===== config.mk =====
export PLATFORM = sky130hd
export DESIGN_NAME = sdram_bank_track
export DESIGN_NICKNAME = d
export VERILOG_FILES = /design/src/rtl/sdram_chk_pkg.sv /design/src/rtl/sdram_bank_track.sv
export SDC_FILE = /design/constraint.sdc
export NUM_CORES = 1
export LEC_CHECK = 0
export ABC_AREA = 0
export BUFFER_PORTS_ARGS = -buffer_cell sky130_fd_sc_hd__clkbuf_2
export CAP_MARGIN = 20
export CELL_PAD_IN_SITES_DETAIL_PLACEMENT = 1
export CELL_PAD_IN_SITES_GLOBAL_PLACEMENT = 1
export CORE_MARGIN = 2
export CORE_UTILIZATION = 37
export CTS_CLUSTER_SIZE = 40
export DETAILED_ROUTE_END_ITERATION = 8
export GPL_TIMING_DRIVEN = 0
export PLACE_DENSITY = 0.81
export REMOVE_ABC_BUFFERS = 1
export SYNTH_ARGS = -nofsm -noshare
export SYNTH_HDL_FRONTEND = slang
export SYNTH_SLANG_ARGS = --single-unit
export TNS_END_PERCENT = 30

===== constraint.sdc =====
create_clock -name clk -period 1.8 [get_ports clk]
set_clock_uncertainty 0.1 [all_clocks]
set_input_delay 0.09 -clock clk [delete_from_list [all_inputs] [get_ports clk]]
set_output_delay 0.09 -clock clk [all_outputs]
set_load 0.1 [all_outputs]

===== src/rtl/sdram_chk_pkg.sv =====
// Package: shared command, bank-state and reason encodings for the
// SDRAM command legality checker. Assumes 3-bit state and reason codes.
package sdram_chk_pkg;

    typedef enum logic [3:0] {
        C_IGNORE  = 4'd0,
        C_INHIBIT = 4'd1,
        C_NOP     = 4'd2,
        C_ACT     = 4'd3,
        C_READ    = 4'd4,
        C_WRITE   = 4'd5,
        C_PRE     = 4'd6,
        C_PREALL  = 4'd7,
        C_REF     = 4'd8,
        C_LMR     = 4'd9,
        C_BST     = 4'd10,
        C_DPD     = 4'd11
    } cmd_e;

    typedef enum logic [2:0] {
        B_IDLE    = 3'd0,
        B_OPENING = 3'd1,
        B_OPEN    = 3'd2,
        B_READ    = 3'd3,
        B_WRITE   = 3'd4,
        B_CLOSING = 3'd5
    } bank_st_e;

    typedef enum logic [2:0] {
        V_NONE     = 3'd0,
        V_ILLEGAL  = 3'd1,
        V_TRP      = 3'd2,
        V_TRCD     = 3'd3,
        V_DPD_BUSY = 3'd4
    } reason_e;

endpackage


===== src/rtl/sdram_bank_track.sv =====
// Module: sdram_bank_track
// Follows one bank through idle, opening, open, read/write burst and
// closing. It judges any bank-addressed command against the present state
// and applies it only when the top level commits the whole command.
// Assumes: T_RP, T_RCD and BURST_LEN are at least 1; hit is high only
// for bank-addressed commands (ACT, READ, WRITE, PRE, PREALL, BST).
module sdram_bank_track
    import sdram_chk_pkg::*;
#(
    parameter int T_RP      = 3,
    parameter int T_RCD     = 2,
    parameter int BURST_LEN = 4
) (
    input  logic     clk,
    input  logic     rst_n,
    input  cmd_e     cmd,
    input  logic     hit,
    input  logic     commit,
    output bank_st_e state,
    output reason_e  verdict
);

    localparam int LONG_A  = (T_RP > T_RCD) ? T_RP : T_RCD;
    localparam int LONGEST = (LONG_A > BURST_LEN) ? LONG_A : BURST_LEN;
    localparam int CNT_W   = $clog2(LONGEST + 1);
    localparam logic [CNT_W-1:0] RP_LOAD  = CNT_W'(T_RP - 1);
    localparam logic [CNT_W-1:0] RCD_LOAD = CNT_W'(T_RCD - 1);
    localparam logic [CNT_W-1:0] BL_LOAD  = CNT_W'(BURST_LEN - 1);

    logic [CNT_W-1:0] rem;
    logic [CNT_W-1:0] nxt_rem;
    bank_st_e         nxt_state;

    // Purpose: state each transient state settles into when its timer ends.
    function automatic bank_st_e settle(input bank_st_e s);
        case (s)
            B_CLOSING: settle = B_IDLE;
            default:   settle = B_OPEN;
        endcase
    endfunction

    // Purpose: judge a command addressed to this bank against its state.
    always_comb begin
        verdict = V_NONE;
        if (hit) begin
            case (cmd)
                C_ACT: begin
                    if (state == B_CLOSING)   verdict = V_TRP;
                    else if (state != B_IDLE) verdict = V_ILLEGAL;
                end
                C_READ, C_WRITE: begin
                    if (state == B_OPENING) verdict = V_TRCD;
                    else if (!(state inside {B_OPEN, B_READ, B_WRITE})) verdict = V_ILLEGAL;
                end
                C_PRE, C_PREALL: begin
                    if (state == B_OPENING) verdict = V_ILLEGAL;
                end
                C_BST: begin
                    if (!(state inside {B_READ, B_WRITE})) verdict = V_ILLEGAL;
                end
                default: verdict = V_NONE;
            endcase
        end
    end

    // Purpose: next state from the running timer, or from a committed command.
    always_comb begin
        nxt_state = state;
        nxt_rem   = rem;
        if (state inside {B_OPENING, B_CLOSING, B_READ, B_WRITE}) begin
            if (rem <= CNT_W'(1)) begin
                nxt_state = settle(state);
                nxt_rem   = '0;
            end else begin
                nxt_rem = rem - CNT_W'(1);
            end
        end
        if (hit && commit) begin
            case (cmd)
                C_ACT: begin
                    nxt_state = (T_RCD > 1) ? B_OPENING : B_OPEN;
                    nxt_rem   = RCD_LOAD;
                end
                C_READ: begin
                    nxt_state = (BURST_LEN > 1) ? B_READ : B_OPEN;
                    nxt_rem   = BL_LOAD;
                end
                C_WRITE: begin
                    nxt_state = (BURST_LEN > 1) ? B_WRITE : B_OPEN;
                    nxt_rem   = BL_LOAD;
                end
                C_PRE, C_PREALL: begin
                    if (state inside {B_OPEN, B_READ, B_WRITE}) begin
                        nxt_state = (T_RP > 1) ? B_CLOSING : B_IDLE;
                        nxt_rem   = RP_LOAD;
                    end
                end
                C_BST: begin
                    nxt_state = B_OPEN;
                    nxt_rem   = '0;
                end
                default: ;
            endcase
        end
    end

    // Purpose: hold the bank state and its timer.
    always_ff @(posedge clk) begin
        if (!rst_n) begin
            state <= B_IDLE;
            rem   <= '0;
        end else begin
            state <= nxt_state;
            rem   <= nxt_rem;
        end
    end

    // A bank can only start opening from idle.
    p_open_needs_idle_r3: assert property (@(posedge clk) disable iff (!rst_n)
        (state != B_IDLE && state != B_OPENING) |=> (state != B_OPENING));

    // A burst can only start from an open row or another burst.
    p_burst_needs_row_r4: assert property (@(posedge clk) disable iff (!rst_n)
        (state inside {B_IDLE, B_OPENING, B_CLOSING}) |=> !(state inside {B_READ, B_WRITE}));

    // Idle is reached only through closing when the precharge delay exceeds one cycle.
    p_idle_via_close_r8: assert property (@(posedge clk) disable iff (!rst_n)
        ((T_RP > 1) && state != B_IDLE && state != B_CLOSING) |=> (state != B_IDLE));

endmodule


== After elaboration in Yosys (flattened, before gate mapping) ==
Cells that the tools add are included.

* Add/sub/neg operators: 1
* $lt $le $gt $ge: 1
* Equal/unequal tests: 11
* Muxes and demuxes: 19
* Reduce and logical (&&, ||, !) cells: 7

{| class="wikitable"
|+ Operators by type and width
! cell !! number
|-
| 2-to-1 mux 3 bit || 9
|-
| one-hot mux 3 bit (4 select lines) || 2
|-
| == test 4 x 3 -> 1 bit (second input constant) || 4
|-
| one-hot mux 3 bit (5 select lines) || 1
|-
| == test 3 x 2 -> 1 bit (second input constant) || 2
|-
| == test 3 bit (second input constant) || 2
|-
| 2-to-1 mux 2 bit || 3
|-
| nonzero test 3 bit || 2
|-
| == test 4 x 2 -> 1 bit (second input constant) || 1
|-
| == test 4 bit (second input constant) || 1
|-
| 2-to-1 mux 1 bit || 4
|-
| nonzero test 4 bit || 1
|-
| OR reduction 2 bit || 2
|-
| == test 3 x 1 -> 1 bit (second input constant) || 1
|-
| <= comparator 3 x 1 -> 1 bit (second input constant) || 1
|-
| subtractor 3 x 1 -> 3 bit (second input constant) || 1
|-
| nonzero test 2 bit || 1
|-
| logical AND 1 bit || 1
|}

* Register bits: 6
* Input port bits: 8
* Output and inout bits: 6
* Word-level logic and storage cells: 41

== Logic depth before layout (Yosys ltp) ==
Gate-level depths: netlist of the first run.

* Depth after elaboration: 7
* Depth in mapped cells: 5
* Depth with buffers taken out: 5

== Worst setup path before layout of the first run ==
Ideal clock, no wire load.

* Path type: register -> output
* Start point: register state[2]
* End point: output port verdict[1]
* Arrival: 4211 ps
* Required time: 1610 ps
* Path slack: -2601 ps
* Cell stages (with the launch flop): 4
* Buffers on the path: 1
* Cells stage by stage: dfxtp_1 > buf_2 > a31oi_1 > nor4_1

* Longest elaborated chain between the ends: 4
* Elaborated cells on any way between the ends: 6
* Classes of those cells: 2 x eq/ne; 4 x mux

{| class="wikitable"
|+ RTL lines
! item !! line !! text
|-
| from (decl) || sdram_bank_track.sv:19 || <nowiki>output bank_st_e state,</nowiki>
|-
| from (signal assigned) || sdram_bank_track.sv:113 || <nowiki>state <= nxt_state;</nowiki>
|-
| == test 3 x 1 -> 1 bit / == test 3 bit (equally long branches) || sdram_bank_track.sv:52, sdram_bank_track.sv:48 ||
|-
| 2-to-1 mux 2 bit, on equally long branches || sdram_bank_track.sv:52, sdram_bank_track.sv:48 ||
|-
| one-hot mux 3 bit (4 select lines) (*) || sdram_bank_track.sv:46 || <nowiki>case (cmd)</nowiki>
|-
| 2-to-1 mux 3 bit (*) || sdram_bank_track.sv:45 || <nowiki>if (hit) begin</nowiki>
|-
| to (decl) || sdram_bank_track.sv:20 || <nowiki>output reason_e verdict</nowiki>
|}

Mark *: on every way between the ends. The rest lies on a longest branch, timed or not.

== Final worst setup path of the first run ==
* Start point: register state[1]
* End point: output port verdict[0]

* Longest elaborated chain between the ends: 6
* Elaborated cells on any way between the ends: 16
* Classes of those cells: 5 x eq/ne; 8 x mux; 3 x reduce/logical

{| class="wikitable"
|+ RTL lines
! item !! line !! text
|-
| == test 3 x 2 -> 1 bit (tied with other cells) || sdram_bank_track.sv:53 || <nowiki>else if (!(state inside {B_OPEN, B_READ, B_WRITE})) verdict = V_ILLEGAL;</nowiki>
|-
| nonzero test 3 bit || sdram_bank_track.sv:53 ||
|-
| 2-to-1 mux 1 bit || sdram_bank_track.sv:53 ||
|-
| 2-to-1 mux 2 bit || sdram_bank_track.sv:52 || <nowiki>if (state == B_OPENING) verdict = V_TRCD;</nowiki>
|-
| one-hot mux 3 bit (4 select lines) (*) || sdram_bank_track.sv:46 ||
|-
| 2-to-1 mux 3 bit (*) || sdram_bank_track.sv:45 ||
|}

Marks and branches as above.

==> metrics.md, run 1 <==
| Metric | Value |
|---|---|
| Clock share of power | 0.350 |
| Syn-to-layout area delta | 23.0% |
| Worst-margin pin slew | approximately 0.55 ns |
| Worst-Skew Late Latency | 0.25 ns |
| Antenna violations before repair | 0 |
| CTS Buffer Depth | 2 |
| Most used flip-flop cell after synthesis | dfxtp_1 |
| Cell Rows | 15 |
| Crit path kind | flip-flop to output pin |
| Max FO, Critical Path | 3 |
| Worst Hold Class | input port to flip-flop |
| Post-DP HPWL | between 1000 and 1500 µm |
| Vias in the first global route | about 690 |
| Final instance area | 811 µm² |
| Leak | 0.327 nW |
| Root buffer cell | clkbuf_4 |
| Type of origin of the critical path | flip-flop |
| Hold path depth | 2 |
| Initial core utilization | 0.386 |
| Final-report max-slew violation count | 0 |
| Top Ports | 14 |
| Achievable Freq | about 0.55 GHz |
| DRC viols | 0 |
| CP max stage cell | or3b_1 |
| Failing checks | setup timing |
| Grt ovf | 0 |
| Period utilization | 1.00 |
| Detailed Route Iter0 Violations | 16 |
| TritonCTS buffer count | 3 |
| CP Data Arrival Time | ~1.6 ns |
| Seq/Total Area, Yosys | 0.182 |
| Synth unique cells | 40 |
| Post-route ant nets | 0 |
| Worst R2R Path Depth | 5 |
| Asr flop ratio synth | 0 |
| Post-layout nets | roughly 110 |
| Status | finished with violations |
| TritonRoute pass-1 iters | 4 |
| Hold WS | 0.0658 ns |
| Number of synthesized flops with an enable pin | 0 |
| DIE WIDTH | about 46 µm |
| Sequential share of power | 0.373 |
| Ant. Diodes | 0 |
| Reg2reg end | rem[1] |
| Non-filler cells, final | roughly 130 |
| Max H-tree Level | 1 |
| Dpl cell area | just over 700 µm² |
| Share of post-route cells with drive strength above 1 | 0.307 |
| Largest net degree at the start of global routing | 13 |
| MaxCap Viol Count | 0 |
| Critical Path End | verdict[0] |
| Cells after synthesis | 86 |
| Via count | 726 |
| Peak supply drop | between 0.0003 and 0.0004 V |
| GPL Wtd Cong | ~0.84 |
| Core area | ~1700 µm² |
| CTS tree | built |
| Switching portion of total power | 0.330 |
| Area of the die | 2140 µm² |
| First-pass GRT wire length | between 3000 and 4000 µm |
| Die H | around 46 µm |
| P_int | ~0.00024 W |
| R2R setup slack | about 0.26 ns |
| Placed Cells | around 120 |
| # setup viols final | 1 |
| Net Sw Power | 0.000119 W |
| Layout fillers | roughly 230 |
| Via density | a little under 6 |
| Critical path capture point type | output pin |
| Crit path cell chain | nor2b_2 -> o21ai_0 -> or3b_1 -> a31oi_1 -> clkbuf_8 |
| Top delay family on crit path | simple AND/OR/NAND/NOR gates |
| Total track usage | 0.217 |
| RSZ-0062 raised after global routing | true |
| TritonCTS Sinks | 6 |
| Dpl ws | -0.180 ns |
| Delay of the slowest cell on the worst path | approximately 0.35 ns |
| Crit path buffers/inverters | 1 |
| #FFs+latches synth | 6 |
| Final wirelength | 2090 µm |
| Combinational power share | 0.276 |
| Critical Path Start | state[1] |
| Number of port buffers | 12 |
| Slew margin rel. | 0.638 |
| Setup ws final | -0.00182 ns |
| Avg WL per Cell | about 17 µm |
| Syn avg cell area | 7.67 µm² |
| WP depth | 5 |
| Mapped cell area | 659 µm² |
| Minimum clock period | around 1.8 ns |
| PD cells | approximately 450 nW/µm² |
| R2R Path Start | state[2] |
| Hold Fails Final Rpt | 0 |
| Yosys warns | 0 |
| Critical path required time | 1.61 ns |
| Clock Pin Slew Worst Setup and Hold Paths | approximately 0.040 ns |
==> cell type report <==
type,instances,area [µm²],area share
Timing Repair Buffer,18,116,0.144
Clock buffer,3,22.5,0.0278
Inverter,3,11.3,0.0139
Sequential cell,6,131,0.162
Multi-Input combinational cell,71,498,0.614
Tap cell,25,31.3,0.0386
==> placed cells by master (no fill, tap or decap), drive strengths merged, types with 2 or more instances in the layout <==
cell / count
nand2: 4
buf: 7
o22ai: 2
o31ai: 2
o21ai: 8
nor2b: 6
nand3b: 3
nor3b: 5
dfxtp: 6
nor3: 2
a31oi: 2
o21a: 2
inv: 3
nor2: 8
clkbuf: 14
o221ai: 3
a21oi: 4
==> through the flow <==
stage / total power (W) / utilization / TNS [ns]
after floorplan: 0.000204 / - / -5.45
after global placement: 0.000234 / 0.416 / -0.115
after detailed placement: 0.000237 / 0.416 / -0.220
after CTS: 0.000361 / 0.447 / -0.0246
after global routing: 0.000382 / 0.475 / -0.0648
final: 0.000361 / 0.475 / -0.00182
==> Yosys cell counts (2+ instances only) <==
master	count	area, µm²
dfxtp_1	6	120
nand3b_1	3	22.5
inv_1	3	11.3
nor3_1	2	10.0
a31oi_1	2	12.5
buf_2	2	10.0
nor2b_1	6	37.5
o31ai_1	2	15.0
nand2_1	4	15.0
buf_4	4	30.0
nor2_1	8	30.0
a21oi_1	4	20.0
nor3b_1	3	22.5
o21ai_0	7	35.0
o22ai_1	2	12.5
o21a_1	2	15.0
o221ai_1	3	26.3
==> power groups by stage <==
| stage | registers (W) | logic, W | clock network (W) |
|---|---|---|---|
| floorplan | 0.000147 | 0.0000565 | 0 |
| global placement | 0.000142 | 0.0000916 | 0 |
| detailed placement | 0.000142 | 0.0000946 | 0 |
| CTS | 0.000136 | 0.0000981 | 0.000127 |
| global route | 0.000135 | 0.000107 | 0.000140 |
| finish | 0.000135 | 0.0000999 | 0.000127 |
==> per-layer routing <==
metal	wire (µm)	global-route usage	up-vias
met4	36	0.0857	0
met5	0	0	-
met1	896	0.252	346
met2	1060	0.378	21
met3	99	0.0510	4
li1	-	-	355
==> registers in the layout (all words and copies together) (netlist names) <==
name   count
rem        3
state      3
==> worst min-delay path by stage <==
| stage | from | to | slack, ns |
|---|---|---|---|
| floorplan | cmd[0] | state[1] | 0.09 |
| finish | rst_n | rem[1] | 0.07 |
| detailed placement | rst_n | rem[1] | 0.32 |
| global placement | rst_n | rem[1] | 0.32 |
| global route | rst_n | rem[1] | 0.07 |
| CTS | rst_n | rem[1] | 0.07 |
==> cell families (layout without fill, tap and decap cells) <==
logic type / count (synthesis) / after routing / share of synthesized area
mux: 2 / 2 / 0.0379
simple gates: 39 / 39 / 0.385
buf+inv: 9 / 24 / 0.0778
compound gates: 28 / 28 / 0.292
other cells: 1 / 1 / 0.00569
flops: 6 / 6 / 0.182
fa+ha+maj: 1 / 1 / 0.0190
==> timing repair <==
item	4_1_cts	5_1_grt
gates resized for setup	9	4
hold buffers	0	0
setup buffers	1	5
endpoints found under the setup margin	2	2
pin swaps	1	0
(Power assumes the default switching activity.)
==> inputs of run 2 (changes only) <==
- CTS_CLUSTER_SIZE: 40 -> 30
- SKIP_LAST_GASP: default -> 1
==> metrics.md, run 2 (synthesis results as in run 1) <==
| Metric | Value |
|---|---|
| Status | complete, no violations |
| Highest Signal Layer | met4 |
| Grt ovf | 0 |
| Worst Hold Class | input port to flip-flop |
| Switching portion of total power | 0.328 |
| Hold Fails Final Rpt | 0 |
| TritonCTS Sinks | 6 |
| Avg WL per Cell | approximately 17 µm |
| RSZ-0062 raised after global routing | true |
| Critical path capture point type | output pin |
| Antenna violations before repair | 0 |
| Slew margin rel. | 0.635 |
| Core area | around 1700 µm² |
| Crit path kind | flip-flop to output pin |
| Most common cell after layout, fill and taps aside | clkbuf_2 |
| Clock share of power | 0.349 |
| TritonRoute pass-1 iters | 4 |
| Top flop regs | rem x3, state x3 |
| Worst R2R Path Depth | 5 |
| Initial core utilization | 0.386 |
| Final wirelength | 2100 µm |
| Clock Pin Slew Worst Setup and Hold Paths | 0.04 ns |
| Top Ports | 14 |
| TritonCTS buffer count | 3 |
| MaxCap Viol Count | 0 |
| CP Data Arrival Time | roughly 1.6 ns |
| Leak | roughly 0.33 nW |
| Cell Rows | 15 |
| Vias in the first global route | 688 |
| Hold path depth | 2 |
| # setup viols final | 0 |
| Worst Hold Launch | rst_n |
| Period utilization | 0.995 |
| R2R Path Start | state[2] |
| First-pass GRT wire length | 3250 µm |
| Share of post-route cells with drive strength above 1 | 0.297 |
| CTS tree | built |
| Via density | around 5.8 |
| Crit path cell chain | nor2b_1 -> o21ai_0 -> or3b_1 -> a31oi_1 -> clkbuf_8 |
| Type of origin of the critical path | flip-flop |
| Root buffer cell | clkbuf_4 |
| Combinational power share | 0.276 |
| R2R setup slack | 0.26 ns |
| Most frequent cells in the layout | clkbuf_2, nor2_1, o21ai_0 |
| Largest net degree at the start of global routing | 13 |
| Achievable Freq | approximately 0.56 GHz |
| Ant. Diodes | 0 |
| Max H-tree Level | 1 |
| Final-report max-slew violation count | 0 |
| Minimum clock period | 1.79 ns |
| P_int | 0.000242 W |
| CP max stage cell | dfxtp_4 |
| Dpl ws | -0.180 ns |
| Hold WS | about 0.066 ns |
| Delay of the slowest cell on the worst path | about 0.35 ns |
| WL met2 | approximately 1100 µm |
| Top delay family on crit path | simple AND/OR/NAND/NOR gates |
| Met1 WL | around 860 µm |
| Final instance area | just over 800 µm² |
| DIE WIDTH | between 40 and 50 µm |
| Syn-to-layout area delta | 22.6% |
| Layout Utilization | 0.473 |
| Max FO, Critical Path | 3 |
| Die H | 46.2 µm |
| Met3 wire len | roughly 120 µm |
| Design Power | 0.000360 W |
| Dpl cell area | between 700 and 800 µm² |
| Crit path buffers/inverters | 1 |
| CTS Buffer Depth | 2 |
| Post-DP HPWL | 1420 µm |
| Detailed Route Iter0 Violations | 15 |
| Peak supply drop | approximately 0.00035 V |
| DRC viols | 0 |
| Post-route ant nets | 0 |
| Sequential share of power | 0.375 |
| Number of port buffers | 12 |
| PD cells | 445 nW/µm² |
| Post-layout nets | 112 |
| Layout fillers | 228 |
| Reg2reg end | rem[1] |
| Worst-Skew Late Latency | ~0.25 ns |
| Area of the die | ~2100 µm² |
| Worst-margin pin slew | between 0.5 and 0.6 ns |
| GPL Wtd Cong | between 0.8 and 0.9 |
| Hold Path Sink | rem[1] |
| Net Sw Power | around 0.00012 W |
| Hold_buf cts | 0 |
| Setup ws final | about 0.0082 ns |
| Total track usage | 0.217 |
| Via count | 731 |
| Critical path required time | between 1.5 and 2 ns |
## run 2: changes by cell type in the layout (fill, tap and decap cells not counted), sizes merged
| cell | previous run | this run |
|---|---|---|
| buf | 7 | 6 |
| clkbuf | 14 | 15 |
## run 2: power by group through the flow
stage | logic [W] | registers, W | clock network, W
5_1_grt | 0.000107 | 0.000135 | 0.000140
3_3_place_gp | 0.0000916 | 0.000142 | 0
4_1_cts | 0.0000981 | 0.000136 | 0.000127
2_1_floorplan | 0.0000565 | 0.000147 | 0
3_5_place_dp | 0.0000946 | 0.000142 | 0
6_report | 0.0000994 | 0.000135 | 0.000125
## run 2: metal layers
layer / vias to the layer above / track usage
li1: 353 / -
met3: 4 / 0.0510
met4: 0 / 0.0857
met2: 26 / 0.378
met5: - / 0
met1: 348 / 0.252
## run 2: cell type report
cell class	count	area, µm²	share of cell area
timing repair buffer	18	116	0.144
tap	25	31.3	0.0387
sequential	6	131	0.163
inverter	3	11.3	0.0139
clock buffer	3	22.5	0.0279
multi-input combinational	71	495	0.613
## run 2: timing repair
action	in CTS	in global routing
setup buffers	1	5
hold endpoints to repair	0	0
setup endpoints to repair	2	2
resized for setup	9	2
pin swaps	1	0
gates cloned	0	0
## run 2: worst max path at each step
stage	slack, ns	endpoint	depth (start not counted)	start
finish	0.008	verdict[0]	5	state[1]
global route	-0.06	verdict[0]	5	state[1]
CTS	-0.02	verdict[0]	5	state[2]
detailed placement	-0.18	verdict[0]	5	state[2]
global placement	-0.11	verdict[0]	5	state[2]
floorplan	-2.54	verdict[1]	2	state[2]
## run 2: per-stage QoR
stage	setup TNS, ns	std cells
6_report	0	126
5_1_grt	-0.0951	126
4_1_cts	-0.0246	121
3_5_place_dp	-0.220	117
3_3_place_gp	-0.115	117
2_1_floorplan	-5.45	80
==> inputs of run 3 (changes only) <==
- CORE_UTILIZATION: 37 -> 43
- CTS_BUF_LIST: default -> sky130_fd_sc_hd__clkbuf_4 sky130_fd_sc_hd__clkbuf_8
- PLACE_DENSITY: 0.81 -> 0.92
- clock period: 1.8 -> 2.28 ns (I/O delays scaled with it)
==> metrics.md, run 3 (synthesis results as in run 1) <==
| Metric | Value |
|---|---|
| Hold WS | approximately 0.084 ns |
| Antenna violations before repair | 0 |
| Area of the die | about 1900 µm² |
| RSZ-0062 raised after global routing | false |
| Most frequent cells in the layout | clkbuf_2, nor2_1, o21ai_0 |
| Final wirelength | 2040 µm |
| Via density | approximately 6.4 |
| Combinational power share | 0.269 |
| Switching portion of total power | 0.332 |
| Layout fillers | roughly 200 |
| Clock share of power | 0.348 |
| CP Data Arrival Time | ~1.9 ns |
| Worst Hold Class | input port to flip-flop |
| Critical path capture point type | output pin |
| Final instance area | 724 µm² |
| Footprint of the multi-input gates | 488 µm² |
| TritonCTS Sinks | 6 |
| Avg WL per Cell | approximately 18 µm |
| Number of port buffers | 12 |
| Share of post-route cells with drive strength above 1 | 0.211 |
| MaxCap Viol Count | 0 |
| Reg2reg end | rem[1] |
| Final-report max-slew violation count | 0 |
| Net Sw Power | ~0.000096 W |
| Dpl ws | between 0.3 and 0.4 ns |
| Period utilization | 0.927 |
| P_int | ~0.00019 W |
| Design Power | 0.000289 W |
| Hold Fails Final Rpt | 0 |
| Worst R2R Path Depth | 4 |
| Ant. Diodes | 0 |
| Top flop regs | rem x3, state x3 |
| Post-route ant nets | 0 |
| Worst-margin pin slew | 0.546 ns |
| Max FO, Critical Path | 12 |
| Grt ovf | 0 |
| Detailed Route Iter0 Violations | 17 |
| R2R Path Start | state[2] |
| # setup viols final | 0 |
| Hold Path Sink | rem[1] |
| Worst Hold Launch | rst_n |
| Setup ws final | roughly 0.17 ns |
| Peak supply drop | ~0.00033 V |
| Vias in the first global route | 709 |
| Root buffer cell | clkbuf_4 |
| CTS Buffer Depth | 2 |
| Status | complete, no violations |
| First-pass GRT wire length | ~3300 µm |
| Cell Rows | 14 |
| Total track usage | 0.238 |
| DIE WIDTH | between 40 and 50 µm |
| Type of origin of the critical path | flip-flop |
| Core area | approximately 1500 µm² |
| Die H | 43.2 µm |
| R2R setup slack | between 0.6 and 0.7 ns |
| GPL Wtd Cong | ~0.85 |
| Minimum clock period | around 2.1 ns |
| Slew margin rel. | 0.638 |
| Post-DP HPWL | between 1000 and 1500 µm |
| Hold_buf cts | 0 |
| Achievable Freq | ~0.47 GHz |
| Initial core utilization | 0.448 |
| Sequential share of power | 0.382 |
| Register area | around 120 µm² |
| PD cells | ~400 nW/µm² |
| Critical path required time | approximately 2.1 ns |
| Top Ports | 14 |
| Non-filler cells, final | 111 |
| TritonRoute pass-1 iters | 4 |
| Post-layout nets | approximately 110 |
| Hold path depth | 2 |
| Buffer count from post-CTS setup fixing | 0 |
| Placed Cells | roughly 110 |
| Worst-Skew Late Latency | 0.25 ns |
| Leak | 0.289 nW |
| Crit path kind | flip-flop to output pin |
| Most common cell after layout, fill and taps aside | clkbuf_2 |
| Via count | ~710 |
| TritonCTS buffer count | 3 |
| Syn-to-layout area delta | 9.87% |
| DRC viols | 0 |
| CTS tree | built |
| Dpl cell area | ~700 µm² |
| Largest net degree at the start of global routing | 14 |
| Clock Pin Slew Worst Setup and Hold Paths | ~0.05 ns |
| Max H-tree Level | 1 |
[run 3: stage by stage]
step            util  TNS (ns)
3_5_place_dp   0.475         0
4_1_cts        0.491         0
6_report       0.492         0
2_1_floorplan      -     -3.26
5_1_grt        0.492         0
3_3_place_gp   0.475         0
[run 3: power by group through the flow]
stage	logic, W	registers (W)	clock network [W]
after floorplan	0.0000446	0.000116	0
after global placement	0.0000717	0.000112	0
after detailed placement	0.0000753	0.000112	0
after CTS	0.0000765	0.000110	0.000101
after global routing	0.0000830	0.000111	0.000107
final	0.0000778	0.000110	0.000100
[run 3: routing by layer]
metal,global-route usage,part of all wire,vias up
met3,0.0383,0.047,6
met2,0.451,0.52,26
met4,0.0606,0.024,0
li1,-,-,342
met5,0,0,-
met1,0.269,0.41,334
[run 3: how the worst max path moves through the flow]
stage               startpoint          to  slack (ns)  cells past startpoint
detailed placement    state[2]  verdict[0]        0.31                      5
CTS                   state[1]  verdict[0]        0.05                      4
floorplan             state[2]  verdict[1]       -2.08                      2
global placement      state[2]  verdict[0]        0.35                      5
global route          state[2]  verdict[0]        0.06                      5
finish                state[2]  verdict[0]        0.17                      5
[run 3: final cells by class]
cell class | count | area share
sequential | 6 | 0.166
multi-input combinational | 71 | 0.674
tap | 16 | 0.0276
inverter | 3 | 0.0155
timing repair buffer | 12 | 0.0864
clock buffer | 3 | 0.0311
[run 3: worst max-delay path, stage by stage (launching register included)]
cell and delay (ns):
dfxtp_1 0.56, nor2b_1 0.13, o21ai_0 0.09, or3b_1 0.36, a31oi_1 0.17, clkbuf_4 0.35
[run 3: timing repair]
item,in CTS,in global routing
endpoints found under the setup margin,0,1
gates resized for setup,0,2
endpoints found under the hold margin,0,0
